==> src/rtl/dds_pkg.sv <==
package dds_pkg;
  typedef enum logic [1:0] {
    WAVE_SINE   = 2'd0,
    WAVE_SQUARE = 2'd1,
    WAVE_RAMP   = 2'd2,
    WAVE_SINE_B = 2'd3
  } wave_e;

  localparam logic [2:0] REG_TUNE_MARK  = 3'd0;
  localparam logic [2:0] REG_TUNE_SPACE = 3'd1;
  localparam logic [2:0] REG_PHASE_OFS  = 3'd2;
  localparam logic [2:0] REG_CTRL       = 3'd3;

  typedef struct packed {
    logic  fsk_en;
    wave_e wave;
  } ctrl_t;
endpackage

==> src/rtl/dds_cfg_regs.sv <==
module dds_cfg_regs
  import dds_pkg::*;
#(
  parameter int ACC_W = 32
) (
  input  logic             clk_i,
  input  logic             rst_ni,
  input  logic             wr_en_i,
  input  logic [2:0]       wr_addr_i,
  input  logic [ACC_W-1:0] wr_data_i,
  output logic [ACC_W-1:0] tune_mark_o,
  output logic [ACC_W-1:0] tune_space_o,
  output logic [ACC_W-1:0] phase_ofs_o,
  output ctrl_t            ctrl_o
);
  localparam int CTRL_W = $bits(ctrl_t);

  always_ff @(posedge clk_i or negedge rst_ni) begin
    if (!rst_ni) begin
      tune_mark_o  <= '0;
      tune_space_o <= '0;
      phase_ofs_o  <= '0;
      ctrl_o       <= '0;
    end else if (wr_en_i) begin
      case (wr_addr_i)
        REG_TUNE_MARK:  tune_mark_o  <= wr_data_i;
        REG_TUNE_SPACE: tune_space_o <= wr_data_i;
        REG_PHASE_OFS:  phase_ofs_o  <= wr_data_i;
        REG_CTRL:       ctrl_o       <= ctrl_t'(wr_data_i[CTRL_W-1:0]);
        default: ;
      endcase
    end
  end
endmodule

==> src/rtl/dds_phase_acc.sv <==
module dds_phase_acc #(
  parameter int ACC_W = 32
) (
  input  logic             clk_i,
  input  logic             rst_ni,
  input  logic [ACC_W-1:0] tune_mark_i,
  input  logic [ACC_W-1:0] tune_space_i,
  input  logic             fsk_en_i,
  input  logic             fsk_bit_i,
  input  logic             phase_rst_i,
  input  logic [ACC_W-1:0] phase_ofs_i,
  output logic [ACC_W-1:0] acc_o
);
  logic [ACC_W-1:0] step;

  always_comb step = (fsk_en_i && !fsk_bit_i) ? tune_space_i : tune_mark_i;

  // wraps modulo 2^ACC_W; retune never clears phase
  always_ff @(posedge clk_i or negedge rst_ni) begin
    if (!rst_ni)          acc_o <= '0;
    else if (phase_rst_i) acc_o <= phase_ofs_i;
    else                  acc_o <= acc_o + step;
  end
endmodule

==> src/rtl/dds_wave_lut.sv <==
module dds_wave_lut #(
  parameter int ADDR_W = 10,
  parameter int SAMP_W = 8
) (
  input  logic [ADDR_W-1:0] addr_i,
  output logic [SAMP_W-1:0] sine_o,
  output logic [SAMP_W-1:0] square_o,
  output logic [SAMP_W-1:0] ramp_o
);
  localparam int HW    = ADDR_W - 1;
  localparam int HALF  = 1 << HW;
  localparam int SHIFT = 2 * (HW - 1);
  localparam int AMP   = (1 << (SAMP_W - 1)) - 1;
  localparam int PW    = 2 * ADDR_W + SAMP_W;
  localparam logic [SAMP_W-1:0] MID = SAMP_W'(1 << (SAMP_W - 1));

  logic          msb;
  logic [HW-1:0] h;
  logic [SAMP_W-1:0] mag;

  assign msb = addr_i[ADDR_W-1];
  assign h   = addr_i[HW-1:0];

  // parabolic half-wave, peak AMP at quarter period
  assign mag = SAMP_W'((PW'(h) * (PW'(HALF) - PW'(h)) * PW'(AMP)) >> SHIFT);

  assign sine_o   = msb ? (MID - SAMP_W'(1) - mag) : (MID + mag);
  assign square_o = {SAMP_W{~msb}};
  assign ramp_o   = msb ? ~h[HW-1 -: SAMP_W] : h[HW-1 -: SAMP_W];
endmodule

==> src/rtl/dds_multiwave.sv <==
module dds_multiwave
  import dds_pkg::*;
#(
  parameter int ACC_W  = 32,
  parameter int ADDR_W = 10,
  parameter int SAMP_W = 8
) (
  input  logic              clk_i,
  input  logic              rst_ni,
  input  logic              wr_en_i,
  input  logic [2:0]        wr_addr_i,
  input  logic [ACC_W-1:0]  wr_data_i,
  input  logic              phase_rst_i,
  input  logic              fsk_bit_i,
  output logic [SAMP_W-1:0] sample_o,
  output logic              sample_valid_o
);
  logic [ACC_W-1:0]  tune_mark, tune_space, phase_ofs, acc_q;
  ctrl_t             ctrl_q;
  logic              fsk_en;
  logic [1:0]        wave_sel;
  logic [ADDR_W-1:0] addr_q;
  logic              addr_vld_q;
  logic [SAMP_W-1:0] sine_w, square_w, ramp_w, pick;

  assign fsk_en   = ctrl_q.fsk_en;
  assign wave_sel = ctrl_q.wave;

  dds_cfg_regs #(.ACC_W(ACC_W)) u_cfg (
    .clk_i       (clk_i),
    .rst_ni      (rst_ni),
    .wr_en_i     (wr_en_i),
    .wr_addr_i   (wr_addr_i),
    .wr_data_i   (wr_data_i),
    .tune_mark_o (tune_mark),
    .tune_space_o(tune_space),
    .phase_ofs_o (phase_ofs),
    .ctrl_o      (ctrl_q)
  );

  dds_phase_acc #(.ACC_W(ACC_W)) u_acc (
    .clk_i       (clk_i),
    .rst_ni      (rst_ni),
    .tune_mark_i (tune_mark),
    .tune_space_i(tune_space),
    .fsk_en_i    (fsk_en),
    .fsk_bit_i   (fsk_bit_i),
    .phase_rst_i (phase_rst_i),
    .phase_ofs_i (phase_ofs),
    .acc_o       (acc_q)
  );

  dds_wave_lut #(.ADDR_W(ADDR_W), .SAMP_W(SAMP_W)) u_lut (
    .addr_i  (addr_q),
    .sine_o  (sine_w),
    .square_o(square_w),
    .ramp_o  (ramp_w)
  );

  always_comb begin
    case (wave_e'(wave_sel))
      WAVE_SQUARE: pick = square_w;
      WAVE_RAMP:   pick = ramp_w;
      default:     pick = sine_w;
    endcase
  end

  always_ff @(posedge clk_i or negedge rst_ni) begin
    if (!rst_ni) begin
      addr_q         <= '0;
      addr_vld_q     <= 1'b0;
      sample_o       <= '0;
      sample_valid_o <= 1'b0;
    end else begin
      addr_q         <= acc_q[ACC_W-1 -: ADDR_W];
      addr_vld_q     <= 1'b1;
      sample_o       <= pick;
      sample_valid_o <= addr_vld_q;
    end
  end
endmodule

==> config.mk <==
export PLATFORM = sky130hd
export DESIGN_NAME = dds_multiwave
export DESIGN_NICKNAME = d
export VERILOG_FILES = /design/src/rtl/dds_pkg.sv /design/src/rtl/dds_cfg_regs.sv /design/src/rtl/dds_phase_acc.sv /design/src/rtl/dds_wave_lut.sv /design/src/rtl/dds_multiwave.sv
export SDC_FILE = /design/constraint.sdc
export NUM_CORES = 1
export LEC_CHECK = 0
export BUFFER_PORTS_ARGS = -buffer_cell sky130_fd_sc_hd__buf_2
export CAP_MARGIN = 20
export CORE_MARGIN = 4
export CORE_UTILIZATION = 65
export DETAILED_ROUTE_END_ITERATION = 12
export HOLD_SLACK_MARGIN = 0.15
export PLACE_DENSITY = 0.83
export SLEW_MARGIN = 20
export SYNTH_ARGS = -nofsm -noshare
export SYNTH_HDL_FRONTEND = slang
export SYNTH_SLANG_ARGS = --single-unit
==> constraint.sdc <==
create_clock -name clk_i -period 17.07 [get_ports clk_i]
set_input_delay 0 -clock clk_i [delete_from_list [all_inputs] [get_ports clk_i]]
set_output_delay 0 -clock clk_i [all_outputs]
set_load 0.005 [all_outputs]
# Yosys cells after proc, flatten, opt, wreduce, memory -nomap -nowiden
# Cells that the tools add are included.
# W data, S select, Z words.
# totals
reg_bits	151
in_bits	40
out_inout_bits	9
word_cells	35
# classes
n_addsub	4
n_mul	2
n_eq_ne	5
muxes	5
bitwise_logic	2
reduce_logical	7
# op_table
op	count
$mux W32	2
$add A32 B32 Y32	1
$mul A28 B7 Y24 const B	1
$mul A9 B28 Y28	1
$mux W8	2
$pmux W8 S2	1
$sub A10 B9 Y11 const A	1
$add A8 B8 Y8 const A	1
$not A8 Y8	1
$reduce_and A2 Y1	4
$sub A7 B8 Y8 const A	1
$eq A3 B2 Y1 const B	2
$eq A3 B1 Y1 const B	1
$logic_not A3 Y1	1
$eq A2 B1 Y1 const B	1
$eq A2 B2 Y1 const B	1
$logic_and A1 B1 Y1	1
$logic_not A1 Y1	1
$not A1 Y1	1

# Logic depth before layout (Yosys ltp)
# Gate-level depths: netlist of run 1.
# depth
word_depth	6
depth_mapped	39
ltp_nobuf	38

# Hierarchy
# From an unflattened synthesis of run 1, not the netlist that was laid out.
# hier_totals
cells_unflattened	1319
area_unflattened_um2	13929.6
# by_module_without_submodules
mod	n_inst	cells_per_inst	area_per_inst_um2	seq_area_each_um2
dds_wave_lut	1	648	6014.5	0.0
dds_cfg_regs	1	213	3756.1	2477.4
dds_phase_acc	1	406	3462.1	800.8
dds_multiwave	1	52	696.9	500.5

# Least setup slack after synthesis of run 1
# No wires, ideal clock.
# synth_path
path_kind	register to register
from	reg addr_q[0]
to	reg sample_o[7]
setup_time_ps	125
arrival_ps	9238
t_required_ps	16945
path_slack_ps	7707
stages_incl_launch_ff	38
path_buffers	1
period_less_slack_ps	9363
cell_sequence	dfrtp_1 > clkbuf_1 > inv_1 > ha_1 > nand2_1 > nor3_1 > ha_1 > nand2b_1 > fa_1 > inv_1 > fa_1 > inv_1 > fa_1 > fa_1 > inv_1 > ha_1 > o21ai_0 > nor2_1 > (+2 left out) > xnor2_1 > inv_1 > fa_1 > inv_1 > fa_1 > inv_1 > fa_1 > fa_1 > inv_1 > ha_1 > and4_1 > a41oi_1 > o211ai_1 > nand2_1 > a31o_2 > o21bai_1 > xnor3_1 > mux2_4
# synth_between
elab_chain_cells	6
word_cells_on_any_way	7
classes_between	3 x add/sub; 2 x mul; 2 x mux
# synth_lines
element	line_no	source
start, declared	dds_multiwave.sv:22	logic [ADDR_W-1:0] addr_q;
start signal, assigned	dds_multiwave.sv:75	addr_q <= acc_q[ACC_W-1 -: ADDR_W];
$sub A10 B9 Y11	dds_wave_lut.sv:25	assign mag = SAMP_W'((PW'(h) * (PW'(HALF) - PW'(h)) * PW'(AMP)) >> SHIFT);
$mul A9 B28 Y28 (*)	dds_wave_lut.sv:25	
$mul A28 B7 Y24 (*)	dds_wave_lut.sv:25	
$add A8 B8 Y8 or $sub A7 B8 Y8 (tied branches)	dds_wave_lut.sv:27	assign sine_o = msb ? (MID - SAMP_W'(1) - mag) : (MID + mag);
$mux W8 (*)	dds_wave_lut.sv:27	
$pmux W8 S2 (*)	dds_multiwave.sv:61	case (wave_e'(wave_sel))
via pick[7]	dds_multiwave.sv:24	logic [SAMP_W-1:0] sine_w, square_w, ramp_w, pick;
end signal, assigned	dds_multiwave.sv:77	sample_o <= pick;
end, declared	dds_multiwave.sv:15	output logic [SAMP_W-1:0] sample_o,
# The timed path passes the listed nets; every way through them passes the cells marked *.
# A chain may end at the register's enable or synchronous reset.

# Worst setup path after layout of run 1
# Ends and elaborated chain as after synthesis.

==> flow_summary.json, run 1 <==
{
  "synth_edf_count": 0,
  "cts-root-buf": "clkbuf_16",
  "timing.slew.headroom_pct": 29.0,
  "regToRegSetupSlack_ns": 6.92,
  "io_buffers": 48,
  "synth_flop_cell": "dfrtp_1",
  "area_growth_pct": 11.1,
  "clk_pin_slew_ns": 0.06,
  "die_w_um": 151,
  "hold_violations": 0,
  "vias_per_cell": 5.68,
  "detail-route-antenna-nets": 0,
  "core_um2": 19800,
  "globalplace.congestion": 0.882,
  "status": "complete, no violations",
  "dr_total_vias": 9147,
  "syn_area_per_cell_um2": 10.5,
  "antenna_cells": 0,
  "async_reset_ff_share_pct": 100,
  "max_freq_ghz": 0.0986,
  "pin_count": 49,
  "drt_iter0_markers": 488,
  "register_area_um2": 3780,
  "cts_tree": "built",
  "clock_sinks": 151,
  "die_area_um2": 22800,
  "dp_cells": 1544,
  "final_common_cell": "inv_1",
  "yosys_warnings": 0,
  "setup_viol": 0,
  "dpl.hpwl_um": 19600,
  "critPathLaunchType": "register",
  "htreeDepth": 4,
  "grt_overflow": 0,
  "cpLargestDelayFamily": "adder cells",
  "grt_pass1_vias": 9829,
  "r2r_cells": 36,
  "cts_buffers": 17,
  "crit_type": "reg -> reg",
  "die_h_um": 151,
  "period_needed_ns": 10.15,
  "synth-seq-cells": 151,
  "wl_per_cell_um": 17.0,
  "critPathSlowestCell": "dfrtp_1",
  "antenna_found_initial": 0,
  "worstSkewPairLatency_ns": 0.42,
  "final_layout_size_suffix_gt1_share_pct": 17.9,
  "fin_nets": 1618,
  "seq_area_frac_synth_pct": 28.5,
  "syn_area_um2": 13300,
  "grt_pass1_wl_um": 46700,
  "clockBufferDepth": 2,
  "grt_use_total_pct": 25.4,
  "postSynthCellCount": 1258,
  "layout_common_cells": "inv_1, dfrtp_1, mux2_2",
  "cts_setup_buffers": 0,
  "start_util_pct": 67.1,
  "n_fill_cell": 1314,
  "drt_pass1_iterations": 4,
  "layoutNonFillerInstCount": 1609,
  "crit_buf_inv": 8,
  "multi_input_area_um2": 8750,
  "fin_skew_ns": 0.00906,
  "fp-row-count": 51,
  "drc": 0,
  "cp_data_arrival_time_ns": 10.45,
  "cts_hold_buffers": 33,
  "worstReg2RegEnd": "sample_o[7]$_DFF_PN0_",
  "required_ns": 17.37,
  "min_period_over_period_pct": 59.4,
  "drv_cap": 0,
  "hp-class": "in -> async",
  "cts_resized": 0,
  "drv_slew": 0,
  "worst_slew_pin_slew_ns": 1.07,
  "synth.distinct_cells": 63,
  "fin_tns_setup_ns": 0,
  "crit_fanout": 22,
  "grt_max_degree": 86,
  "rsz0062_at_grt": "no",
  "endpoint_kind": "register",
  "r2r-start": "addr_q[0]$_DFF_PN0_",
  "max_stage_delay_ns": 0.79,
  "totalWireLength_um": 27400
}
-- flip-flops by register name, indices dropped and copies added (netlist names) --
name,cells
addr_q,10
u_cfg.tune_mark_o,32
u_cfg.ctrl_o,3
u_acc.acc_o,32
sample_valid_o,1
u_cfg.phase_ofs_o,32
addr_vld_q,1
u_cfg.tune_space_o,32
sample_o,8
-- worst max-delay path by stage --
stage,start,to,depth (start not counted)
finish,addr_q[0]$_DFF_PN0_,sample_o[7]$_DFF_PN0_,36
global route,addr_q[0]$_DFF_PN0_,sample_o[7]$_DFF_PN0_,36
floorplan,addr_q[0]$_DFF_PN0_,sample_o[7]$_DFF_PN0_,37
CTS,addr_q[0]$_DFF_PN0_,sample_o[7]$_DFF_PN0_,36
detailed placement,addr_q[0]$_DFF_PN0_,sample_o[7]$_DFF_PN0_,36
global placement,addr_q[0]$_DFF_PN0_,sample_o[7]$_DFF_PN0_,36
-- per-stage QoR --
stage          setup WS (ns)  util (%)  instance area (um2)  hold slack, ns
2_1_floorplan           7.71         -                13300          -0.296
3_3_place_gp            7.26      69.7                13800          0.0319
3_5_place_dp            6.95      69.7                13800          0.0350
4_1_cts                 6.94      74.3                14700           0.163
5_1_grt                 6.33      74.5                14700           0.190
6_report                6.92      74.5                14700           0.142
-- per-layer routing --
layer | global-route usage [%] | wire length, um
met1 | 33.2 | 11700
met2 | 45.2 | 14300
met3 | 2.15 | 775
met4 | 8.25 | 559
met5 | 0 | 0
-- kinds of logic (layout without fill, tap and decap cells) --
| family | Yosys count | after routing | share of synthesized area [%] |
|---|---|---|---|
| multiplexers | 138 | 138 | 11.7 |
| XOR/XNOR | 70 | 70 | 4.84 |
| adder cells (fa/ha/maj) | 246 | 246 | 29.7 |
| other | 2 | 11 | 0.0566 |
| AND/OR/NAND/NOR | 224 | 224 | 8.79 |
| flip-flops | 151 | 151 | 28.5 |
| buffers and inverters | 213 | 290 | 6.04 |
| AO/OA/AOI/OAI | 214 | 214 | 10.3 |
-- area by class of cell --
class | instances | share of cell area (%)
Clock buffer | 19 | 2.94
Multi-Input combinational cell | 903 | 59.3
Tap cell | 265 | 2.25
Clock inverter | 11 | 1.04
Timing Repair Buffer | 86 | 4.35
Sequential cell | 151 | 25.6
Inverter | 174 | 4.45
-- synthesized netlist by cell type (32+ instances only) --
master / instances / area, um2
ha_1: 129 / 1610
xnor2_1: 50 / 438
inv_1: 172 / 646
clkbuf_1: 36 / 135
fa_1: 116 / 2320
nand2b_1: 32 / 200
nor2b_1: 41 / 257
nand2_1: 58 / 218
o21ai_0: 48 / 240
dfrtp_1: 151 / 3780
nor2_1: 38 / 143
mux2_2: 135 / 1520
a21oi_1: 57 / 285
-- worst reg2reg max path, delay by kind of cell, from the launching register on --
| family | cells | cell delay, ns |
|---|---|---|
| flip-flops | 1 | 0.79 |
| AND/OR/NAND/NOR | 7 | 1.08 |
| adder cells (fa/ha/maj) | 12 | 5.38 |
| AO/OA/AOI/OAI | 6 | 1.26 |
| multiplexers | 1 | 0.26 |
| XOR/XNOR | 2 | 0.63 |
| buffers and inverters | 8 | 0.64 |
Power of run 1 is not shown: default switching activity piles up to over one toggle a cycle in this logic, so the estimate is an artifact.
==> run 2, diff against run 1 <==
- CORE_UTILIZATION: 65 -> 64
- PLACE_DENSITY: 0.83 -> 0.82
- clock period: 17.07 -> 10.1 ns (I/O delays scaled with it)
==> run 2 against run 1 <==
Compared with the run above:
- first-iteration DRC count shrank 2.7%
- count of clock-buffer cells in the layout is the same
- routed wire length grew 2.8%
- non-clock buffer count grew 12
- cell count grew 1.2%
- sequential share of layout area shrank 0.18 points
- die area grew 1.5%
- fmax grew 5.9%
- critical path depth shrank 1
- clock skew grew 0.0029 ns
- design area grew 0.78%
==> flow_summary.json, run 2 (same netlist as run 1, synthesis figures left out) <==
{
  "status": "complete, no violations",
  "grt_overflow": 0,
  "place_area_um2": 13800,
  "cp_data_arrival_time_ns": 9.89,
  "finish.utilization_pct": 73.2,
  "die_area_um2": 23100,
  "cpLargestDelayFamily": "adder cells",
  "fin_area_um2": 14900,
  "final_common_cell": "inv_1",
  "dpl.hpwl_um": 20100,
  "vias_per_cell": 5.67,
  "wl_per_cell_um": 17.3,
  "cts-root-buf": "clkbuf_16",
  "antenna_cells": 0,
  "crit_buf_inv": 7,
  "fp-row-count": 52,
  "required_ns": 10.40,
  "final_layout_size_suffix_gt1_share_pct": 19.1,
  "drv_slew": 0,
  "hold_violations": 0,
  "regToRegSetupSlack_ns": 0.52,
  "dp_cells": 1555,
  "layout_common_cells": "inv_1, dfrtp_1, mux2_2",
  "grt_use_total_pct": 24.4,
  "pin_count": 49,
  "core_um2": 20300,
  "clockBufferDepth": 2,
  "globalplace.congestion": 0.885,
  "worst_slew_pin_slew_ns": 1.14,
  "drc": 0,
  "use_met2_pct": 43.1,
  "cts_tree": "built",
  "dr_total_vias": 9238,
  "grt_use_met1_pct": 31.5,
  "detail-route-antenna-nets": 0,
  "max_stage_delay_ns": 0.59,
  "drt_iter0_markers": 475,
  "setup_viol": 0,
  "crit_type": "reg -> reg",
  "critPathLaunchType": "register",
  "grt_pass1_vias": 9982,
  "critPathSlowestCell": "fa_1",
  "grt_max_degree": 80,
  "top_usage_layer": "met2",
  "htreeDepth": 4,
  "endpoint_kind": "register",
  "drv_cap": 0,
  "max_freq_ghz": 0.104,
  "layoutNonFillerInstCount": 1628,
  "timing.slew.headroom_pct": 24.1,
  "worstSkewPairLatency_ns": 0.42,
  "clock_sinks": 151,
  "crit_fanout": 7,
  "die_w_um": 152,
  "io_buffers": 48,
  "grt_util_met3_pct": 2.96,
  "crit_top_cell": "inv_1",
  "fin_skew_ns": 0.0120,
  "fin_ws_ns": 0.519,
  "area_growth_pct": 12.0,
  "cts_buffers": 17,
  "clk_pin_slew_ns": 0.07,
  "die_h_um": 152,
  "fin_nets": 1630,
  "start_util_pct": 65.4,
  "drt_pass1_iterations": 5,
  "hp-class": "in -> async",
  "pre_cts_slack_ns": 0.264,
  "antenna_found_initial": 0,
  "period_needed_ns": 9.58,
  "min_period_over_period_pct": 94.9,
  "totalWireLength_um": 28100,
  "grt_pass1_wl_um": 47200
}
==> run 2: changes by cell type in the layout (fill, tap and decap cells not counted), sizes merged <==
| cell | before | now |
|---|---|---|
| buf | 52 | 62 |
| bufinv | 3 | 1 |
| dlygate4sd3 | 34 | 36 |
| clkinv | 4 | 2 |
| inv | 175 | 181 |
==> run 2: final cells by class <==
class	count	area (um2)
well taps	270	338
fillers	1391	5440
inverters	174	656
multi-input cells	903	8770
repair buffers	98	727
clock buffers	19	443
clock inverters	13	136
flip-flops and latches	151	3780
==> run 2: final timing paths <==
kind,start,cells past startpoint,end
min reg2reg,addr_vld_q$_DFF_PN0_,0,sample_valid_o$_DFF_PN0_
max,addr_q[1]$_DFF_PN0_,35,sample_o[7]$_DFF_PN0_
max reg2reg,addr_q[1]$_DFF_PN0_,35,sample_o[7]$_DFF_PN0_
max in group asynchronous,rst_ni,3,u_acc.acc_o[9]$_DFF_PN0_
min in group clk_i,wr_addr_i[0],3,u_cfg.ctrl_o[2]$_DFFE_PN0P_
min,rst_ni,2,u_cfg.tune_space_o[24]$_DFFE_PN0P_
==> run 2: worst register-to-register path: cells and delay by family (launching register included) <==
kind / cells / cell delay [ns]
fa+ha+maj: 12 / 4.82
mux: 1 / 0.26
simple gates: 6 / 1.07
compound gates: 6 / 1.47
buf+inv: 7 / 0.53
flops: 1 / 0.45
xor+xnor: 3 / 0.87
==> run 2: repair_timing <==
action / in CTS / in global routing
hold endpoints to repair: 171 / 10
hold buffers: 34 / 2
resized for setup: 0 / 7
setup buffers: 0 / 4
setup endpoints to repair: 0 / 2
==> run 2: metal layers <==
metal  share of wire, %  vias up
li1                   -     4376
met1                 42     4623
met2                 52      181
met3                3.0       58
met4                2.6        0
met5                  0        -
==> run 2: stage by stage <==
stage | hold WS, ns | setup TNS (ns)
global placement | 0.0507 | 0
CTS | 0.152 | 0
floorplan | -0.296 | 0
finish | 0.153 | 0
global route | 0.196 | -0.0152
detailed placement | 0.0542 | 0
Power of run 2 is left out for the same reason.
==> run 3, diff against run 2 <==
- CORE_UTILIZATION: 64 -> 65
- PLACE_DENSITY: 0.82 -> 0.83
- clock period: 10.1 -> 11.28 ns (I/O delays scaled with it)
==> run 3 against run 2 <==
Compared with the run above:
- first-iteration DRC count increased by 0.21%
- count of clock-buffer cells in the layout stayed put
- global-route usage rose by 2.0 points
- fmax decreased by 6.2%
- design area down 1.1%
- utilization is 1.1 points higher
- via count shrank 0.36%
- critical path depth is 1 higher
- sequential cell count did not move
- non-clock buffer count is 12 lower
- register-to-register slack better by 0.55 ns
- cell count fell by 1.1%
- largest cell class unchanged
==> flow_summary.json, run 3 (same netlist as run 1, synthesis figures left out) <==
{
  "status": "complete, no violations",
  "clk_pin_slew_ns": 0.07,
  "final_common_cell": "inv_1",
  "drv_cap": 0,
  "clockBufferDepth": 2,
  "fin_skew_ns": 0.0120,
  "core_um2": 19800,
  "hp-class": "in -> async",
  "place_area_um2": 13800,
  "drc": 0,
  "antenna_found_initial": 0,
  "htreeDepth": 4,
  "layout_common_cells": "inv_1, dfrtp_1, mux2_2",
  "die_h_um": 151,
  "grt_overflow": 0,
  "worstReg2RegEnd": "sample_o[7]$_DFF_PN0_",
  "pin_count": 49,
  "setup_viol": 0,
  "n_fill_cell": 1344,
  "hold-worst-slack_ns": 0.129,
  "finish.utilization_pct": 74.3,
  "max_freq_ghz": 0.0979,
  "min_period_over_period_pct": 90.5,
  "fin_nets": 1618,
  "cts_buffers": 17,
  "crit_fanout": 22,
  "crit_type": "reg -> reg",
  "timing.slew.headroom_pct": 26.0,
  "cts_tree": "built",
  "fin_tns_setup_ns": 0,
  "cts_resized": 0,
  "required_ns": 11.59,
  "drt_pass1_iterations": 5,
  "dpl.hpwl_um": 19900,
  "fin_area_um2": 14700,
  "grt_pass1_vias": 9958,
  "totalWireLength_um": 28100,
  "cts-root-buf": "clkbuf_16",
  "regToRegSetupSlack_ns": 1.07,
  "hold_violations": 0,
  "worstSkewPairLatency_ns": 0.42,
  "cp_data_arrival_time_ns": 10.52,
  "rsz0062_at_grt": "no",
  "clock_sinks": 151,
  "die_area_um2": 22800,
  "drv_slew": 0,
  "critPathLaunchType": "register",
  "grt_use_total_pct": 26.3,
  "grt_max_degree": 86,
  "drt_iter0_markers": 476,
  "endpoint_kind": "register",
  "register_area_um2": 3780,
  "max_stage_delay_ns": 0.79,
  "start_util_pct": 67.1,
  "wl_per_cell_um": 17.5,
  "cts_setup_buffers": 0,
  "antenna_cells": 0,
  "area_growth_pct": 10.8,
  "critPathSlowestCell": "dfrtp_1",
  "io_buffers": 48,
  "worst_slew_pin_slew_ns": 1.11,
  "dr_total_vias": 9205,
  "final_layout_size_suffix_gt1_share_pct": 17.9,
  "r2r_cells": 36,
  "grt_pass1_wl_um": 48000,
  "detail-route-antenna-nets": 0,
  "vias_per_cell": 5.72,
  "r2r-start": "addr_q[0]$_DFF_PN0_",
  "die_w_um": 151,
  "fp-row-count": 51,
  "globalplace.congestion": 0.882,
  "period_needed_ns": 10.21,
  "multi_input_area_um2": 8750
}
## run 3: per-stage QoR
step	setup WS [ns]	cells
CTS	1.12	1610
finish	1.07	1610
global route	0.386	1610
detailed placement	1.11	1544
global placement	1.47	1544
floorplan	1.92	1267
## run 3: final cells by class
type | count | share of cell area (%)
Clock inverter | 12 | 0.792
Clock buffer | 19 | 3.01
Sequential cell | 151 | 25.7
Multi-Input combinational cell | 903 | 59.5
Timing Repair Buffer | 86 | 4.24
Tap cell | 265 | 2.26
Inverter | 174 | 4.46
## run 3: how the worst max path moves through the flow
stage                             start               endpoint  slack, ns  cells past startpoint
floorplan           addr_q[0]$_DFF_PN0_  sample_o[7]$_DFF_PN0_       1.92                     37
global placement    addr_q[0]$_DFF_PN0_  sample_o[7]$_DFF_PN0_       1.47                     36
detailed placement  addr_q[0]$_DFF_PN0_  sample_o[7]$_DFF_PN0_       1.11                     36
CTS                 addr_q[0]$_DFF_PN0_  sample_o[7]$_DFF_PN0_       1.12                     36
global route        addr_q[0]$_DFF_PN0_  sample_o[7]$_DFF_PN0_       0.39                     36
finish              addr_q[0]$_DFF_PN0_  sample_o[7]$_DFF_PN0_       1.07                     36
## run 3: layer usage
layer  routed length [um]  up-vias  track usage [%]  part of all wire (%)
li1                     -     4338                -                     -
met4                  682        0             7.66                   2.4
met5                    0        -                0                     0
met3                  721       61             2.66                   2.6
met1                11700     4606             33.1                    42
met2                15000      200             48.2                    53
## run 3: timing repair
action                     in CTS  in global routing
hold buffers                   35                  0
setup endpoints to repair       0                  0
hold endpoints to repair      165                  0
## run 3: critical path, delay by kind of cell (launching register included)
kind	cells	cell delay [ns]
flops	1	0.79
mux	1	0.26
xor+xnor	2	0.65
buf+inv	8	0.65
compound gates	6	1.29
simple gates	7	1.09
fa+ha+maj	12	5.38
Power of run 3 is left out for the same reason.
